## src/rtl/spi_flash_seq_pkg.sv

```systemverilog
package spi_flash_seq_pkg;

  localparam logic [7:0] RA_MODE   = 8'h00;
  localparam logic [7:0] RA_TIMING = 8'h01;
  localparam logic [7:0] RA_STATUS = 8'h02;
  localparam logic [7:0] RA_CLEAR  = 8'h03;
  localparam logic [7:0] RA_OPCODE = 8'h04;
  localparam logic [7:0] RA_ADDR   = 8'h05;
  localparam logic [7:0] RA_OPCFG  = 8'h06;
  localparam logic [7:0] RA_DCOUNT = 8'h07;
  localparam logic [7:0] RA_OP     = 8'h08;
  localparam logic [7:0] RA_BUF    = 8'h40;

  localparam int CNT_W = 14;

  // phase codes, in transmit order
  localparam logic [2:0] PH_OP    = 3'd0;
  localparam logic [2:0] PH_ADDR  = 3'd1;
  localparam logic [2:0] PH_DUMMY = 3'd2;
  localparam logic [2:0] PH_WR    = 3'd3;
  localparam logic [2:0] PH_RD    = 3'd4;
  localparam logic [2:0] PH_END   = 3'd5;

  typedef enum logic [2:0] {
    ST_IDLE, ST_SETUP, ST_SHIFT, ST_HOLD, ST_DESEL
  } seq_state_e;

  typedef struct packed {
    logic [7:0]       opcode;
    logic [31:0]      addr;
    logic             addr4;
    logic [3:0]       dummy_n;
    logic [CNT_W-1:0] dcount;
    logic [3:0]       cs_sel;
    logic             en_op;
    logic             en_addr;
    logic             en_dummy;
    logic             en_wr;
    logic             en_rd;
    logic [3:0]       t_setup;
    logic [3:0]       t_hold;
    logic [3:0]       t_desel;
  } op_cfg_t;

endpackage

```

## src/rtl/spi_flash_seq_regs.sv

```systemverilog
module spi_flash_seq_regs
  import spi_flash_seq_pkg::*;
#(
  parameter int NUM_CS    = 2,
  parameter int BUF_DEPTH = 16,
  localparam int CS_W     = (NUM_CS > 1) ? $clog2(NUM_CS) : 1,
  localparam int BUF_AW   = (BUF_DEPTH > 1) ? $clog2(BUF_DEPTH) : 1
) (
  input  logic              clk,
  input  logic              rst_n,
  input  logic              bus_wr,
  input  logic [7:0]        bus_addr,
  input  logic [31:0]       bus_wdata,
  output logic [31:0]       bus_rdata,
  output logic              start,
  output op_cfg_t           cfg,
  input  logic              busy,
  input  logic              done_set,
  output logic              done,
  input  logic [BUF_AW-1:0] buf_rd_idx,
  output logic [7:0]        buf_rd_data,
  input  logic              eng_wr,
  input  logic [BUF_AW-1:0] eng_idx,
  input  logic [7:0]        eng_data
);

  localparam logic [7:0] EN_MASK = 8'hF3;  // defined enables in word bits 8:1

  logic             mode_q;
  logic [11:0]      timing_q;
  logic [7:0]       opcode_q;
  logic [31:0]      addr_q;
  logic [CS_W-1:0]  cs_q;
  logic [3:0]       dummy_q;
  logic [CNT_W-1:0] dcount_q;
  logic [7:0]       op_en_q;
  logic             done_q, done_d;
  logic [7:0]       buf_q [BUF_DEPTH];

  logic we_mode, we_timing, we_opcode, we_addr, we_opcfg, we_dcount, we_op, clr;
  logic [7:0] buf_off;
  logic       buf_hit;
  logic [7:0] en_src;

  always_comb begin
    we_mode   = bus_wr && (bus_addr == RA_MODE);
    we_timing = bus_wr && (bus_addr == RA_TIMING);
    we_opcode = bus_wr && (bus_addr == RA_OPCODE);
    we_addr   = bus_wr && (bus_addr == RA_ADDR);
    we_opcfg  = bus_wr && (bus_addr == RA_OPCFG);
    we_dcount = bus_wr && (bus_addr == RA_DCOUNT);
    we_op     = bus_wr && (bus_addr == RA_OP) && !busy;
    clr       = bus_wr && (bus_addr == RA_CLEAR) && bus_wdata[0];
    start     = we_op && bus_wdata[0];
    buf_off   = bus_addr - RA_BUF;
    buf_hit   = (bus_addr >= RA_BUF) && ({24'd0, buf_off} < BUF_DEPTH);
    done_d    = done_set ? 1'b1 : (clr ? 1'b0 : done_q);
  end

  always_ff @(posedge clk or negedge rst_n) begin
    if (!rst_n) begin
      mode_q   <= 1'b0;
      timing_q <= '0;
      opcode_q <= '0;
      addr_q   <= '0;
      cs_q     <= '0;
      dummy_q  <= '0;
      dcount_q <= '0;
      op_en_q  <= '0;
      done_q   <= 1'b0;
    end else begin
      if (we_mode)   mode_q   <= bus_wdata[0];
      if (we_timing) timing_q <= bus_wdata[11:0];
      if (we_opcode) opcode_q <= bus_wdata[7:0];
      if (we_addr)   addr_q   <= bus_wdata;
      if (we_opcfg) begin
        cs_q    <= bus_wdata[11 +: CS_W];
        dummy_q <= bus_wdata[3:0];
      end
      if (we_dcount) dcount_q <= bus_wdata[CNT_W-1:0];
      if (we_op)     op_en_q  <= bus_wdata[8:1] & EN_MASK;
      done_q <= done_d;
    end
  end

  // byte buffer: the engine's read-phase write wins over the bus
  for (genvar i = 0; i < BUF_DEPTH; i++) begin : g_buf
    logic bus_we;
    assign bus_we = bus_wr && buf_hit && (buf_off[BUF_AW-1:0] == BUF_AW'(i));
    always_ff @(posedge clk or negedge rst_n) begin
      if (!rst_n)                                  buf_q[i] <= '0;
      else if (eng_wr && (eng_idx == BUF_AW'(i)))  buf_q[i] <= eng_data;
      else if (bus_we)                             buf_q[i] <= bus_wdata[7:0];
    end
  end

  assign buf_rd_data = buf_q[buf_rd_idx];
  assign done        = done_q;

  // a starting write hands its own enables straight to the engine
  always_comb begin
    en_src       = start ? (bus_wdata[8:1] & EN_MASK) : op_en_q;
    cfg.opcode   = opcode_q;
    cfg.addr     = addr_q;
    cfg.addr4    = mode_q;
    cfg.dummy_n  = dummy_q;
    cfg.dcount   = dcount_q;
    cfg.cs_sel   = 4'(cs_q);
    cfg.en_op    = en_src[6];
    cfg.en_addr  = en_src[5];
    cfg.en_dummy = en_src[7];
    cfg.en_wr    = en_src[4];
    cfg.en_rd    = en_src[1] | en_src[0];
    cfg.t_hold   = timing_q[11:8];
    cfg.t_setup  = timing_q[7:4];
    cfg.t_desel  = timing_q[3:0];
  end

  always_comb begin
    bus_rdata = '0;
    case (bus_addr)
      RA_MODE:   bus_rdata[0]       = mode_q;
      RA_TIMING: bus_rdata[11:0]    = timing_q;
      RA_STATUS: bus_rdata[0]       = done_q;
      RA_OPCODE: bus_rdata[7:0]     = opcode_q;
      RA_ADDR:   bus_rdata          = addr_q;
      RA_OPCFG: begin
        bus_rdata[11 +: CS_W] = cs_q;
        bus_rdata[3:0]        = dummy_q;
      end
      RA_DCOUNT: bus_rdata[CNT_W-1:0] = dcount_q;
      RA_OP:     bus_rdata[8:0]       = {op_en_q, busy};
      default:   if (buf_hit) bus_rdata[7:0] = buf_q[buf_off[BUF_AW-1:0]];
    endcase
  end

  logic unused_wdata;
  assign unused_wdata = ^{bus_wdata[31:12], bus_wdata[10:9]};

  a_r13_busy_write_ignored: assert property (@(posedge clk) disable iff (!rst_n)
    (bus_wr && (bus_addr == RA_OP) && busy) |=> $stable(op_en_q));
  a_r12_clear_drops_done: assert property (@(posedge clk) disable iff (!rst_n)
    (clr && !done_set) |=> !done_q);
  a_r12_done_sticky: assert property (@(posedge clk) disable iff (!rst_n)
    (done_q && !clr) |=> done_q);

endmodule

```

## src/rtl/spi_flash_seq_engine.sv

```systemverilog
module spi_flash_seq_engine
  import spi_flash_seq_pkg::*;
#(
  parameter int NUM_CS = 2,
  parameter int BUF_AW = 4,
  localparam int CS_W  = (NUM_CS > 1) ? $clog2(NUM_CS) : 1
) (
  input  logic              clk,
  input  logic              rst_n,
  input  logic              start,
  input  op_cfg_t           cfg,
  output logic              busy,
  output logic              done_set,
  output logic [BUF_AW-1:0] buf_idx,
  input  logic [7:0]        buf_data,
  output logic              wr_en,
  output logic [BUF_AW-1:0] wr_idx,
  output logic [7:0]        wr_data,
  output logic [NUM_CS-1:0] cs_n,
  output logic              sclk,
  output logic              mosi,
  input  logic              miso
);

  seq_state_e       st_q, st_d;
  op_cfg_t          cfg_q, cfg_d;
  logic [3:0]       cnt_q, cnt_d;
  logic [2:0]       ph_q, ph_d;
  logic [CNT_W-1:0] idx_q, idx_d;
  logic [2:0]       bit_q, bit_d;
  logic             half_q, half_d;
  logic [7:0]       sreg_q, sreg_d;
  logic [7:0]       rx_q, rx_d;

  logic [2:0]       ld_ph;
  logic [CNT_W-1:0] ld_idx;
  logic [7:0]       ld_byte;
  logic             more_in_ph;

  function automatic logic [CNT_W-1:0] ph_len(input logic [2:0] ph, input op_cfg_t c);
    case (ph)
      PH_OP:    ph_len = c.en_op ? CNT_W'(1) : '0;
      PH_ADDR:  ph_len = c.en_addr ? (c.addr4 ? CNT_W'(4) : CNT_W'(3)) : '0;
      PH_DUMMY: ph_len = c.en_dummy ? CNT_W'(c.dummy_n) : '0;
      PH_WR:    ph_len = c.en_wr ? c.dcount : '0;
      PH_RD:    ph_len = c.en_rd ? c.dcount : '0;
      default:  ph_len = '0;
    endcase
  endfunction

  // first phase at or after 'from' that has bytes to send
  function automatic logic [2:0] first_ph(input logic [2:0] from, input op_cfg_t c);
    logic found;
    first_ph = PH_END;
    found    = 1'b0;
    for (int p = 0; p < 5; p++) begin
      if (!found && (3'(p) >= from) && (ph_len(3'(p), c) != '0)) begin
        first_ph = 3'(p);
        found    = 1'b1;
      end
    end
  endfunction

  function automatic logic [7:0] byte_of(input logic [2:0] ph, input logic [CNT_W-1:0] idx,
                                         input op_cfg_t c, input logic [7:0] bufb);
    logic [1:0] pos;
    pos = (c.addr4 ? 2'd3 : 2'd2) - idx[1:0];
    case (ph)
      PH_OP:   byte_of = c.opcode;
      PH_ADDR: byte_of = c.addr[{pos, 3'b000} +: 8];
      PH_WR:   byte_of = bufb;
      default: byte_of = 8'h00;
    endcase
  endfunction

  // which byte gets loaded next into the shifter
  always_comb begin
    more_in_ph = ({1'b0, idx_q} + 15'd1) < {1'b0, ph_len(ph_q, cfg_q)};
    if (st_q == ST_SETUP) begin
      ld_ph  = first_ph(PH_OP, cfg_q);
      ld_idx = '0;
    end else if (more_in_ph) begin
      ld_ph  = ph_q;
      ld_idx = idx_q + CNT_W'(1);
    end else begin
      ld_ph  = first_ph(ph_q + 3'd1, cfg_q);
      ld_idx = '0;
    end
    buf_idx = ld_idx[BUF_AW-1:0];
    ld_byte = byte_of(ld_ph, ld_idx, cfg_q, buf_data);
  end

  always_comb begin
    st_d = st_q;  cfg_d = cfg_q;  cnt_d = cnt_q;  ph_d = ph_q;  idx_d = idx_q;
    bit_d = bit_q;  half_d = half_q;  sreg_d = sreg_q;  rx_d = rx_q;
    done_set = 1'b0;
    wr_en    = 1'b0;
    wr_idx   = idx_q[BUF_AW-1:0];
    wr_data  = rx_q;
    case (st_q)
      ST_IDLE: if (start) begin
        cfg_d = cfg;
        cnt_d = cfg.t_setup;
        st_d  = ST_SETUP;
      end
      ST_SETUP: begin
        if (cnt_q != '0) cnt_d = cnt_q - 4'd1;
        else if (ld_ph == PH_END) begin
          st_d  = ST_HOLD;
          cnt_d = cfg_q.t_hold;
        end else begin
          st_d = ST_SHIFT;  ph_d = ld_ph;  idx_d = ld_idx;
          bit_d = '0;  half_d = 1'b0;  sreg_d = ld_byte;
        end
      end
      ST_SHIFT: begin
        if (!half_q) begin
          half_d = 1'b1;
          rx_d   = {rx_q[6:0], miso};   // sampled as the serial clock rises
        end else begin
          half_d = 1'b0;
          bit_d  = bit_q + 3'd1;
          sreg_d = {sreg_q[6:0], 1'b0};
          if (bit_q == 3'd7) begin
            wr_en = (ph_q == PH_RD);
            if (ld_ph == PH_END) begin
              st_d  = ST_HOLD;
              cnt_d = cfg_q.t_hold;
            end else begin
              ph_d = ld_ph;  idx_d = ld_idx;  sreg_d = ld_byte;
            end
          end
        end
      end
      ST_HOLD: begin
        if (cnt_q != '0) cnt_d = cnt_q - 4'd1;
        else begin
          st_d  = ST_DESEL;
          cnt_d = cfg_q.t_desel;
        end
      end
      ST_DESEL: begin
        if (cnt_q != '0) cnt_d = cnt_q - 4'd1;
        else begin
          st_d     = ST_IDLE;
          done_set = 1'b1;
        end
      end
      default: st_d = ST_IDLE;
    endcase
  end

  always_ff @(posedge clk or negedge rst_n) begin
    if (!rst_n) begin
      st_q <= ST_IDLE;  cfg_q <= '0;  cnt_q <= '0;  ph_q <= PH_OP;  idx_q <= '0;
      bit_q <= '0;  half_q <= 1'b0;  sreg_q <= '0;  rx_q <= '0;
    end else begin
      st_q <= st_d;  cfg_q <= cfg_d;  cnt_q <= cnt_d;  ph_q <= ph_d;  idx_q <= idx_d;
      bit_q <= bit_d;  half_q <= half_d;  sreg_q <= sreg_d;  rx_q <= rx_d;
    end
  end

  logic in_frame;
  assign in_frame = (st_q == ST_SETUP) || (st_q == ST_SHIFT) || (st_q == ST_HOLD);
  assign busy     = (st_q != ST_IDLE);
  assign sclk     = (st_q == ST_SHIFT) && half_q;
  assign mosi     = sreg_q[7];

  for (genvar i = 0; i < NUM_CS; i++) begin : g_cs
    assign cs_n[i] = !(in_frame && (cfg_q.cs_sel[CS_W-1:0] == CS_W'(i)));
  end

  logic unused_cfg;
  assign unused_cfg = ^{cfg_q.cs_sel, idx_q};

  a_r8_single_cs: assert property (@(posedge clk) disable iff (!rst_n)
    $onehot0(~cs_n));
  a_r3_mosi_steady_at_rise: assert property (@(posedge clk) disable iff (!rst_n)
    $rose(sclk) |-> $stable(mosi));
  a_r3_sclk_in_frame: assert property (@(posedge clk) disable iff (!rst_n)
    sclk |-> (cs_n != '1));
  a_r13_start_only_idle: assert property (@(posedge clk) disable iff (!rst_n)
    start |-> !busy);

endmodule

```

## src/rtl/spi_flash_seq.sv

```systemverilog
module spi_flash_seq
  import spi_flash_seq_pkg::*;
#(
  parameter int NUM_CS    = 2,
  parameter int BUF_DEPTH = 16,
  localparam int BUF_AW   = (BUF_DEPTH > 1) ? $clog2(BUF_DEPTH) : 1
) (
  input  logic              clk,
  input  logic              rst_n,
  input  logic              bus_wr,
  input  logic [7:0]        bus_addr,
  input  logic [31:0]       bus_wdata,
  output logic [31:0]       bus_rdata,
  output logic              op_done,
  output logic [NUM_CS-1:0] flash_cs_n,
  output logic              flash_sclk,
  output logic              flash_mosi,
  input  logic              flash_miso
);

  logic [1:0] rst_sync_q;
  logic       rst_int_n;

  always_ff @(posedge clk or negedge rst_n) begin
    if (!rst_n) rst_sync_q <= 2'b00;
    else        rst_sync_q <= {rst_sync_q[0], 1'b1};
  end
  assign rst_int_n = rst_sync_q[1];

  op_cfg_t           cfg;
  logic              start, busy, done_set;
  logic [BUF_AW-1:0] buf_idx, wr_idx;
  logic [7:0]        buf_data, wr_data;
  logic              wr_en;

  spi_flash_seq_regs #(.NUM_CS(NUM_CS), .BUF_DEPTH(BUF_DEPTH)) u_regs (
    .clk(clk), .rst_n(rst_int_n),
    .bus_wr(bus_wr), .bus_addr(bus_addr), .bus_wdata(bus_wdata), .bus_rdata(bus_rdata),
    .start(start), .cfg(cfg), .busy(busy), .done_set(done_set), .done(op_done),
    .buf_rd_idx(buf_idx), .buf_rd_data(buf_data),
    .eng_wr(wr_en), .eng_idx(wr_idx), .eng_data(wr_data)
  );

  spi_flash_seq_engine #(.NUM_CS(NUM_CS), .BUF_AW(BUF_AW)) u_eng (
    .clk(clk), .rst_n(rst_int_n),
    .start(start), .cfg(cfg), .busy(busy), .done_set(done_set),
    .buf_idx(buf_idx), .buf_data(buf_data),
    .wr_en(wr_en), .wr_idx(wr_idx), .wr_data(wr_data),
    .cs_n(flash_cs_n), .sclk(flash_sclk), .mosi(flash_mosi), .miso(flash_miso)
  );

endmodule

```

## config.mk

```make
export PLATFORM = sky130hd
export DESIGN_NAME = spi_flash_seq
export DESIGN_NICKNAME = d
export VERILOG_FILES = /design/src/rtl/spi_flash_seq_pkg.sv /design/src/rtl/spi_flash_seq_regs.sv /design/src/rtl/spi_flash_seq_engine.sv /design/src/rtl/spi_flash_seq.sv
export SDC_FILE = /design/constraint.sdc
export NUM_CORES = 1
export LEC_CHECK = 0
export BUFFER_PORTS_ARGS = -buffer_cell sky130_fd_sc_hd__buf_2
export CORE_UTILIZATION = 49
export DETAILED_ROUTE_END_ITERATION = 12
export GPL_TIMING_DRIVEN = 0
export PLACE_DENSITY_LB_ADDON = 0.1
export SLEW_MARGIN = 20
export SYNTH_ARGS = -nofsm -noshare
export SYNTH_HDL_FRONTEND = slang
export SYNTH_SLANG_ARGS = --single-unit
```

## constraint.sdc

```tcl
create_clock -name clk -period 11.15 [get_ports clk]
set_clock_uncertainty 0.15 [all_clocks]
set_input_delay 0.5575 -clock clk [delete_from_list [all_inputs] [get_ports clk]]
set_output_delay 0.5575 -clock clk [all_outputs]
set_load 0.005 [all_outputs]
```

==> results.toml, run 1 <==
[floorplan]
rows = 71
ios = 81
initial_core_util = 0.496
dieArea_mm2 = 0.0388
fp.dieH_um = 197
core_mm2 = 0.0375
die_w_um = 197

[final_layout]
layout-drive-gt1-share = 0.197
final_cell_area_mm2 = 0.0211
final_util = 0.563
fillers = 3382
syn2layout_area_growth_pct = 13.4
finalNetCount = 2029
antennaDiodeCount = 0

[cts]
clkTransAtPathRegs_ns = 0.07
cts_sinks = 326
htreeDepth = 2
cts_buffers = 38
worstSkewPairLatency_ns = 0.58
cts_tree = "yes"
ctsResizeCount = 0
root_buffer = "clkbuf_16"
cts_buffer_depth = 3

[setup_path]
cp_num_buf_inv = 6
required_ns = 11.50
worstPathCellList = "clkbuf_1 -> clkbuf_1 -> buf_1 -> nand4_1 -> xnor2_1 -> ha_1 -> nand4_1 -> a2111oi_2 -> and2_1 -> clkbuf_1 -> nor3_2 -> ha_1 -> clkbuf_1 -> or2_2 -> buf_1 -> nor2_1 -> o211ai_1 -> o311ai_0 -> nor3_1 -> o211ai_1 -> nand4_1"
cp.arrival_ns = 7.87
worstSetupPathType = "reg -> reg"
cpLargestDelayFamily = "buffers and inverters"
cp_slowest_cell = "buf_1"
worst-path-max-fanout = 10
start_kind = "register"
cp-end-kind = "register"
cpPeakStageDelay_ns = 0.84
path_common_cell = "clkbuf_1"

[logic_synthesis]
ys_seq_area_frac = 0.438
avgSynthCellArea_um2 = 10.2
yosysWarnings = 0
async_reset_ff_frac = 1.00
synth-seq-cells = 326
synth_area_mm2 = 0.0186
synth_cell_types = 80
synthFlopType = "dfrtp_1"
syn_inst = 1830
synth_edf_count = 0
syn_nets = 1901

[flow_run]
maxCapViolCount = 0

[drt]
drc = 2
vias = 16100
wl_per_cell_um = 28.7
dr.first_iter.drc_count = 2039
drt_first_pass_iters = 10
viasPerCell = 6.47
wl_um = 71600
ant_nets = 0

[global_routing]
grt_max_degree = 57
overflow = 0
grt_antenna_before_repair = 4
grt_pass1_vias = 15100
grt_pass1_wl_um = 105000
grt_use_total = 0.376

[pwr]
leakagePower_nw = 9.77
p_sw_mw = 2.12
clockPowerShare = 0.265
share_comb_of_total_power = 0.450
p_per_area_mw_per_mm2 = 227
power_frac_seq = 0.285
internal_power_mw = 2.66
vdd_drop_max_uv = 128
switching_share = 0.444

[placement]
post_dp_cell_area_mm2 = 0.0199
hpwlAfterDp_um = 53900
io_buffers = 78
gp_congestion = 1.05

[sta]
worst_pin_slew_ns = 1.36
fmax_mhz = 133
period_share = 0.675
relSlewSlack = 0.0721
final_max_slew_viol_count = 0
setup_tns_ns = 0
rsz0062_at_grt = "no"
setup_viol = 0
hold_ws_ns = 0.0613
finalHoldViolations = 0
period_needed_ns = 7.52

[status]
status = "finished with violations"
violations = "design-rule violations"

[min_path]
hold_path.class = "in -> reg"
[cells in the mapped netlist (19+ instances only)]
cell type | number | area (µm²)
nor2_1 | 228 | 856
mux2_2 | 170 | 1910
ha_1 | 27 | 338
dfrtp_1 | 326 | 8160
nand2_1 | 134 | 503
buf_1 | 25 | 93.8
nand4_1 | 19 | 119
a21oi_1 | 182 | 911
and2_1 | 33 | 206
o21ai_0 | 57 | 285
mux2i_1 | 143 | 1430
nand3_1 | 49 | 245
clkbuf_1 | 99 | 372
mux4_2 | 45 | 1010
[sequential cells by signal, summed over array words and instances, names as in the netlist]
signal	cells
u_eng.ph_q	3
u_eng.st_q	3
u_regs.opcode_q	8
u_eng.cnt_q	4
u_regs.addr_q	32
rst_sync_q	2
u_eng.bit_q	3
u_eng.sreg_q	8
u_eng.half_q	1
u_eng.idx_q	14
u_eng.wr_data	8
u_eng.cfg_q	73
u_regs.dummy_q	4
u_regs.op_en_q	6
u_regs.cs_q	1
u_regs.dcount_q	14
u_regs.timing_q	12
u_regs.done	1
u_regs.buf_q	128
u_regs.mode_q	1
[logic make-up after synthesis]
logic type,count (synthesis),synth area share
AOI/OAI and AO/OA,391,0.133
xor gates and xnor gates,16,0.00753
adders and majority gates,27,0.0182
buffers and inverters,154,0.0323
DFF,326,0.438
muxes,358,0.234
other,1,0.000202
and+or+nand+nor,557,0.137
[repair_timing]
action                                 CTS  global route
hold buffers                             1             0
endpoints found under the hold margin    2             0
buffers inserted                         0             0
[cell type report]
cell class	count	area (µm²)	area share
multi-input combinational	1350	9880	0.468
sequential	326	8160	0.387
clock buffer	51	1070	0.0507
tap	511	639	0.0303
timing repair buffer	88	593	0.0281
buffer	133	524	0.0248
clock inverter	12	160	0.00759
inverter	21	78.8	0.00374
[metrics by stage]
stage	worst slack (ns)	power [mW]	std cells
after global routing	3.35	4.96	2492
after detailed placement	3.91	3.44	2428
after global placement	-2.93	3.40	2419
final	3.63	4.78	2492
after CTS	3.89	4.71	2492
after floorplan	1.24	2.68	1830
[worst reg2reg max path, stage by stage, from the launching register on]
cell and delay (ns):
dfrtp_1 0.38, clkbuf_1 0.30, clkbuf_1 0.71, buf_1 0.84
nand4_1 0.21, xnor2_1 0.20, ha_1 0.31, nand4_1 0.10
a2111oi_2 0.75, and2_1 0.31, clkbuf_1 0.57, nor3_2 0.31
ha_1 0.37, clkbuf_1 0.32, or2_2 0.18, buf_1 0.35
nor2_1 0.08, o211ai_1 0.16, o311ai_0 0.18, nor3_1 0.38
o211ai_1 0.15, nand4_1 0.14
[power by group through the flow]
stage	Clock (mW)	Combinational [mW]	Sequential, mW
final	1.27	2.15	1.36
after global routing	1.33	2.26	1.37
after CTS	1.28	2.07	1.36
after detailed placement	0	2.06	1.38
after global placement	0	2.00	1.40
after floorplan	0	1.31	1.36
[per-layer routing]
| metal | track usage | wire length [µm] |
|---|---|---|
| met1 | 0.559 | 31700 |
| met2 | 0.530 | 30200 |
| met3 | 0.0927 | 7350 |
| met4 | 0.130 | 2390 |
| met5 | 0 | 11 |
[placed cells by master, fill, tap and decap left out, types with 5 or more instances in the layout]
cell / count
o21ai_1: 5
nor3_1: 15
a22oi_1: 14
a2111oi_0: 7
o311ai_0: 6
or3_1: 6
a21oi_1: 181
a221oi_1: 12
o31ai_1: 6
clkbuf_8: 7
mux4_2: 45
clkbuf_16: 38
ha_1: 27
o211ai_1: 11
mux2i_1: 143
nand4_1: 19
nor2b_1: 9
mux2_2: 170
xnor2_1: 13
clkbuf_1: 105
nand3_1: 49
nand2_1: 134
inv_1: 18
a211o_1: 7
and3_1: 8
dfrtp_1: 325
buf_1: 24
buf_2: 85
nand2b_1: 8
nor4_1: 15
o21ai_0: 57
and2_1: 33
a211oi_1: 6
a22o_1: 11
nor2_1: 228
a21o_1: 9
a222oi_1: 8
[worst paths after layout]
kind,startpoint,endpoint,slack [ns],depth (start not counted)
worst max-delay path,u_eng.idx_q[0]$_DFFE_PN0P_,u_eng.sreg_q[2]$_DFFE_PN0P_,3.63,21
worst min-delay path,bus_wdata[31],u_regs.addr_q[31]$_DFFE_PN0P_,0.06,2
worst max register to register,u_eng.idx_q[0]$_DFFE_PN0P_,u_eng.sreg_q[2]$_DFFE_PN0P_,3.63,21
worst min register to register,rst_sync_q[1]$_DFF_PN0_,u_regs.buf_q[3]$_DFFE_PN0P_,0.13,0
max in group asynchronous,rst_sync_q[1]$_DFF_PN0_,u_regs.buf_q[80]$_DFFE_PN0P_,9.59,3
min in group asynchronous,rst_sync_q[1]$_DFF_PN0_,u_regs.buf_q[3]$_DFFE_PN0P_,0.13,0
Power figures use the tool's default switching activity.
==> run 2, diff against run 1 <==
clock period = 7 ns   (was 11.15 ns; I/O delays follow)
==> run 2 against run 1 <==
Compared with the run above:
- the flow now finishes without violations
- first-iteration DRC count fell by 15%
- sequential power rose by 60%
- sequential share of layout area fell by 0.68 points
- critical path depth rose by 1
- die area did not move
- wire length fell by 2.4%
- register-to-register slack got worse by 3.2 ns
- total power rose by 60%
- clock power rose by 66%
==> results.toml, run 2 (same netlist as run 1, synthesis figures left out) <==
[global_routing]
grt_antenna_before_repair = 5
grt_use_total = 0.367
grt_max_degree = 58
overflow = 0
grt_pass1_vias = 15300
grt_pass1_wl_um = 103000

[drt]
dr.first_iter.drc_count = 1739
viasPerCell = 6.36
vias = 16100
wl_per_cell_um = 27.6
drc = 0
ant_nets = 0
drt_first_pass_iters = 7
wl_um = 69900

[setup_path]
required_ns = 7.35
cp.arrival_ns = 6.90
r2r_slack_ns = 0.45
reg2regPathDepth = 22
worstPathCellList = "and2_0 -> and3_1 -> nand4_1 -> nor2_1 -> and4_1 -> xor2_1 -> ha_1 -> nand3_1 -> nor2_1 -> a2bb2oi_1 -> nand4_1 -> nor3_4 -> ha_1 -> clkbuf_1 -> or2_2 -> buf_1 -> nor2_1 -> o211ai_1 -> o311ai_0 -> nor3_1 -> o211ai_1 -> nand4_1"
worstSetupPathType = "reg -> reg"
cp_num_cells = 22
start_kind = "register"
cp-end-kind = "register"
cpPeakStageDelay_ns = 0.58
r2r_end = "u_eng.sreg_q[2]$_DFFE_PN0P_"
reg2reg_from = "u_eng.idx_q[3]$_DFFE_PN0P_"
cp_slowest_cell = "nand4_1"
worst-path-max-fanout = 10
cpLargestDelayFamily = "simple AND/OR/NAND/NOR gates"
cp_num_buf_inv = 2

[final_layout]
syn2layout_area_growth_pct = 15.4
finalNetCount = 2059
layout-drive-gt1-share = 0.197
multiInputGateArea_mm2 = 0.00988
fillers = 3278
top_register = "u_regs.buf_q"
final_cell_mix = "dfrtp_1 (325), nor2_1 (228), a21oi_1 (181), mux2_2 (170), mux2i_1 (143)"
seqCellArea_mm2 = 0.00816
mostFrequentLayoutCell = "dfrtp_1"
top_regs = "u_regs.buf_q: 128 flops, u_eng.cfg_q: 73 flops, u_regs.addr_q: 32 flops"
largest_reg_flops = 128

[min_path]
hold_path.class = "in -> reg"
worstHoldStart = "bus_wdata[2]"
hold_end = "u_regs.buf_q[82]$_DFFE_PN0P_"
hold_depth = 3

[floorplan]
core_mm2 = 0.0375
dieArea_mm2 = 0.0388
die_w_um = 197
ios = 81
fp.dieH_um = 197
rows = 71
initial_core_util = 0.496

[cts]
cts_sinks = 326
worstSkewPairLatency_ns = 0.57
clkTransAtPathRegs_ns = 0.07
cts_buffers = 37
htreeDepth = 2
cts_tree = "yes"
root_buffer = "clkbuf_16"
cts_buffer_depth = 3

[sta]
setup_tns_ns = 0
final_max_slew_viol_count = 0
period_needed_ns = 6.55
worst_pin_slew_ns = 1.11
setup_slack_ns = 0.454
setup_viol = 0
rsz0062_at_grt = "no"
fmax_mhz = 153
finalHoldViolations = 0
relSlewSlack = 0.261
period_share = 0.935

[placement]
dp_slack_ns = -0.228
gp_congestion = 1.06
io_buffers = 78
hpwlAfterDp_um = 53300

[pwr]
leakagePower_nw = 9.94
p_per_area_mw_per_mm2 = 356
vdd_drop_max_uv = 237

[status]
status = "finished, final reports clean"

[flow_run]
maxCapViolCount = 0
==> run 2: routing by layer <==
layer,GRT usage,up-vias,share of wire
met5,0,-,0.00087
met4,0.133,8,0.036
met3,0.0857,136,0.10
met2,0.518,842,0.41
met1,0.547,8105,0.45
li1,-,7005,-
==> run 2: worst max path at each step <==
stage                                          start                           end  slack (ns)
after floorplan              rst_sync_q[1]$_DFF_PN0_    u_eng.bit_q[0]$_DFFE_PN0P_        1.52
after global placement       rst_sync_q[1]$_DFF_PN0_  u_regs.buf_q[89]$_DFFE_PN0P_       -0.63
after detailed placement  u_eng.idx_q[0]$_DFFE_PN0P_   u_eng.sreg_q[2]$_DFFE_PN0P_       -0.23
after CTS                 u_eng.idx_q[0]$_DFFE_PN0P_   u_eng.sreg_q[2]$_DFFE_PN0P_        0.07
after global routing      u_eng.idx_q[3]$_DFFE_PN0P_   u_eng.sreg_q[4]$_DFFE_PN0P_        0.13
final                     u_eng.idx_q[3]$_DFFE_PN0P_   u_eng.sreg_q[2]$_DFFE_PN0P_        0.45
==> run 2: report_power, final <==
| group | leakage [nW] | internal [mW] | switching (mW) |
|---|---|---|---|
| Clock | 0.636 | 1.26 | 0.846 |
| Sequential | 3.85 | 2.03 | 0.142 |
| Combinational | 5.45 | 1.04 | 2.32 |
==> run 2: layout make-up <==
type / count / share of cell area
Antenna cell: 2 / 0.000233
Buffer: 133 / 0.0246
Clock buffer: 49 / 0.0480
Clock inverter: 18 / 0.0122
Inverter: 21 / 0.00367
Multi-Input combinational cell: 1350 / 0.460
Sequential cell: 326 / 0.380
Tap cell: 511 / 0.0298
Timing Repair Buffer: 119 / 0.0415
==> run 2: metrics by stage <==
stage               instances  instance area (µm²)  hold WS (ns)  utilization  power [mW]
floorplan                1830                18600       -0.0956            -        4.26
global placement         2419                19600       -0.0154        0.524        5.35
detailed placement       2428                19900       -0.0146        0.530        5.41
CTS                      2526                21500      0.000159        0.572        7.53
global route             2527                21500        0.0296        0.573        7.96
finish                   2529                21500        0.0169        0.573        7.65
==> run 2: tightest hold or removal path, delay by kind of cell <==
kind | cells | cell delay [ns]
AO/OA/AOI/OAI | 1 | 0.07
buffers and inverters | 1 | 0.14
multiplexers | 1 | 0.12
==> run 2: timing repair <==
item | 4_1_cts | 5_1_grt
hold buffers | 31 | 0
buffers inserted | 0 | 1
endpoints found under the hold margin | 46 | 0
resized for setup | 1 | 4
pin swaps | 0 | 1
endpoints found under the setup margin | 3 | 5
==> run 3, diff against run 2 <==
CELL_PAD_IN_SITES_DETAIL_PLACEMENT = 1   (was default)
CELL_PAD_IN_SITES_GLOBAL_PLACEMENT = 1   (was default)
==> run 3 against run 2 <==
Compared with the run above:
- final area down 0.20%
- combinational power up 5%
- critical path depth unchanged
- non-clock buffer count down 3
==> results.toml, run 3 (same netlist as run 1, synthesis figures left out) <==
[pwr]
clockPowerShare = 0.267
share_comb_of_total_power = 0.454
leakagePower_nw = 9.90
p_sw_mw = 3.50
switching_share = 0.450
total_power_mw = 7.78
power_frac_seq = 0.280
p_per_area_mw_per_mm2 = 363
vdd_drop_max_uv = 235
internal_power_mw = 4.28

[sta]
final_max_slew_viol_count = 0
rsz0062_at_grt = "no"
setup_tns_ns = 0
period_share = 0.963
finalHoldViolations = 0
worst_pin_slew_ns = 1.22
relSlewSlack = 0.186
setup_viol = 0
period_needed_ns = 6.74
setup_slack_ns = 0.259
fmax_mhz = 148

[final_layout]
layout-drive-gt1-share = 0.195
top_regs = "u_regs.buf_q: 128 flops, u_eng.cfg_q: 73 flops, u_regs.addr_q: 32 flops"
final_cell_area_mm2 = 0.0214
syn2layout_area_growth_pct = 15.2
multiInputGateArea_mm2 = 0.00990
antennaDiodeCount = 0
fillers = 4211
final_util = 0.572
mostFrequentLayoutCell = "dfrtp_1"
largest_reg_flops = 128
final_cell_mix = "dfrtp_1 (325), nor2_1 (228), a21oi_1 (181), mux2_2 (170), mux2i_1 (143)"
top_register = "u_regs.buf_q"
finalNetCount = 2058
seqCellArea_mm2 = 0.00816

[cts]
cts_tree = "yes"
worstSkewPairLatency_ns = 0.58
clkTransAtPathRegs_ns = 0.06
htreeDepth = 2
cts_sinks = 326
cts_buffer_depth = 3
cts_buffers = 39
root_buffer = "clkbuf_16"

[setup_path]
cp.arrival_ns = 7.10
crit_path_end = "u_eng.sreg_q[4]$_DFFE_PN0P_"
startpoint = "u_eng.idx_q[3]$_DFFE_PN0P_"
required_ns = 7.35
reg2reg_from = "u_eng.idx_q[3]$_DFFE_PN0P_"
r2r_end = "u_eng.sreg_q[4]$_DFFE_PN0P_"
start_kind = "register"
cpPeakStageDelay_ns = 0.58
r2r_slack_ns = 0.26
worstSetupPathType = "reg -> reg"
reg2regPathDepth = 22
worst-path-max-fanout = 10
worstPathCellList = "and2_0 -> and3_1 -> nand4_1 -> nor2_1 -> and4_1 -> xor2_1 -> ha_1 -> nand3_1 -> nor2_1 -> a2bb2oi_1 -> nand4_1 -> nor3_4 -> ha_1 -> clkbuf_1 -> nand2b_1 -> buf_1 -> nor2_1 -> o211ai_1 -> o311ai_0 -> nor3_1 -> o211ai_1 -> nand4_1"
cp-end-kind = "register"
cp_slowest_cell = "and2_0"

[drt]
wl_met3_um = 7680
met1_length_um = 32100
viasPerCell = 6.52
drt_first_pass_iters = 7
drc = 0
highest_layer = "met5"
dr.first_iter.drc_count = 1532
ant_nets = 0
vias = 16500
wl_met2_um = 34000
wl_per_cell_um = 30.5
wl_um = 77100

[global_routing]
grt_pass1_vias = 16900
grt_pass1_wl_um = 114000
grt_use_total = 0.405
grt_max_degree = 54
overflow = 0
grt_antenna_before_repair = 2

[min_path]
hold_depth = 3
hold_path.class = "in -> reg"

[placement]
gp_congestion = 1.07
io_buffers = 78
dp_slack_ns = -0.239
hpwlAfterDp_um = 56900
post_dp_cell_area_mm2 = 0.0198

[flow_run]
maxCapViolCount = 0

[floorplan]
initial_core_util = 0.496
ios = 81
rows = 71
dieArea_mm2 = 0.0388
core_mm2 = 0.0375
die_w_um = 197
fp.dieH_um = 197

[status]
status = "finished, final reports clean"
run 3: cell types whose count changed in the layout (fill, tap and decap cells not counted), sizes merged:
| cell | delta |
|---|---|
| clkbuf | +10 |
| bufinv | -4 |
| clkinv | -3 |
| clkinvlp | +3 |
| buf | -2 |
| diode | -2 |
| dlygate4sd3 | -2 |
| inv | -1 |
run 3: metrics by stage:
stage	cells	hold slack (ns)
6_report	2528	0.0280
2_1_floorplan	1830	-0.0956
3_3_place_gp	2419	-0.0137
3_5_place_dp	2427	-0.0139
4_1_cts	2527	0.0146
5_1_grt	2528	0.0418
run 3: area by class of cell:
class,instances,area share
buffer,133,0.0246
multi-input combinational,1350,0.462
sequential,326,0.381
clock inverter,13,0.00654
tap,511,0.0298
inverter,21,0.00368
timing repair buffer,116,0.0404
clock buffer,58,0.0526
run 3: critical path, delay by kind of cell (launching register included):
kind,cells,cell delay [ns]
adders and majority gates,2,0.60
and+or+nand+nor,13,3.76
xor gates and xnor gates,1,0.24
buffers and inverters,2,0.61
DFF,1,0.49
AOI/OAI and AO/OA,4,0.82
run 3: power by group through the flow:
stage	clock network, mW	logic, mW	registers (mW)
2_1_floorplan	0	2.09	2.17
3_3_place_gp	0	3.19	2.23
3_5_place_dp	0	3.32	2.20
4_1_cts	2.08	3.37	2.17
5_1_grt	2.16	3.73	2.19
6_report	2.07	3.53	2.18
run 3: worst min-delay path by stage:
stage / start / end / slack (ns)
2_1_floorplan: rst_n / rst_sync_q[0]$_DFF_PN0_ / -0.1
3_3_place_gp: rst_n / rst_sync_q[0]$_DFF_PN0_ / -0.01
3_5_place_dp: rst_n / rst_sync_q[0]$_DFF_PN0_ / -0.01
4_1_cts: bus_wdata[6] / u_regs.buf_q[86]$_DFFE_PN0P_ / 0.01
5_1_grt: bus_wdata[2] / u_regs.buf_q[82]$_DFFE_PN0P_ / 0.04
6_report: bus_wdata[6] / u_regs.buf_q[86]$_DFFE_PN0P_ / 0.03
run 3: layer usage:
| metal | up-vias | track usage |
|---|---|---|
| li1 | 7006 | - |
| met1 | 8518 | 0.565 |
| met2 | 812 | 0.601 |
| met3 | 149 | 0.100 |
| met4 | 2 | 0.167 |
| met5 | - | 0 |
run 3: what timing repair did:
| action | CTS | global route |
|---|---|---|
| hold buffers | 29 | 0 |
| pin swaps | 0 | 1 |
| hold endpoints to repair | 43 | 0 |
| resized for setup | 2 | 3 |
| cloned | 0 | 0 |
| setup endpoints to repair | 5 | 6 |
| setup buffers | 0 | 1 |
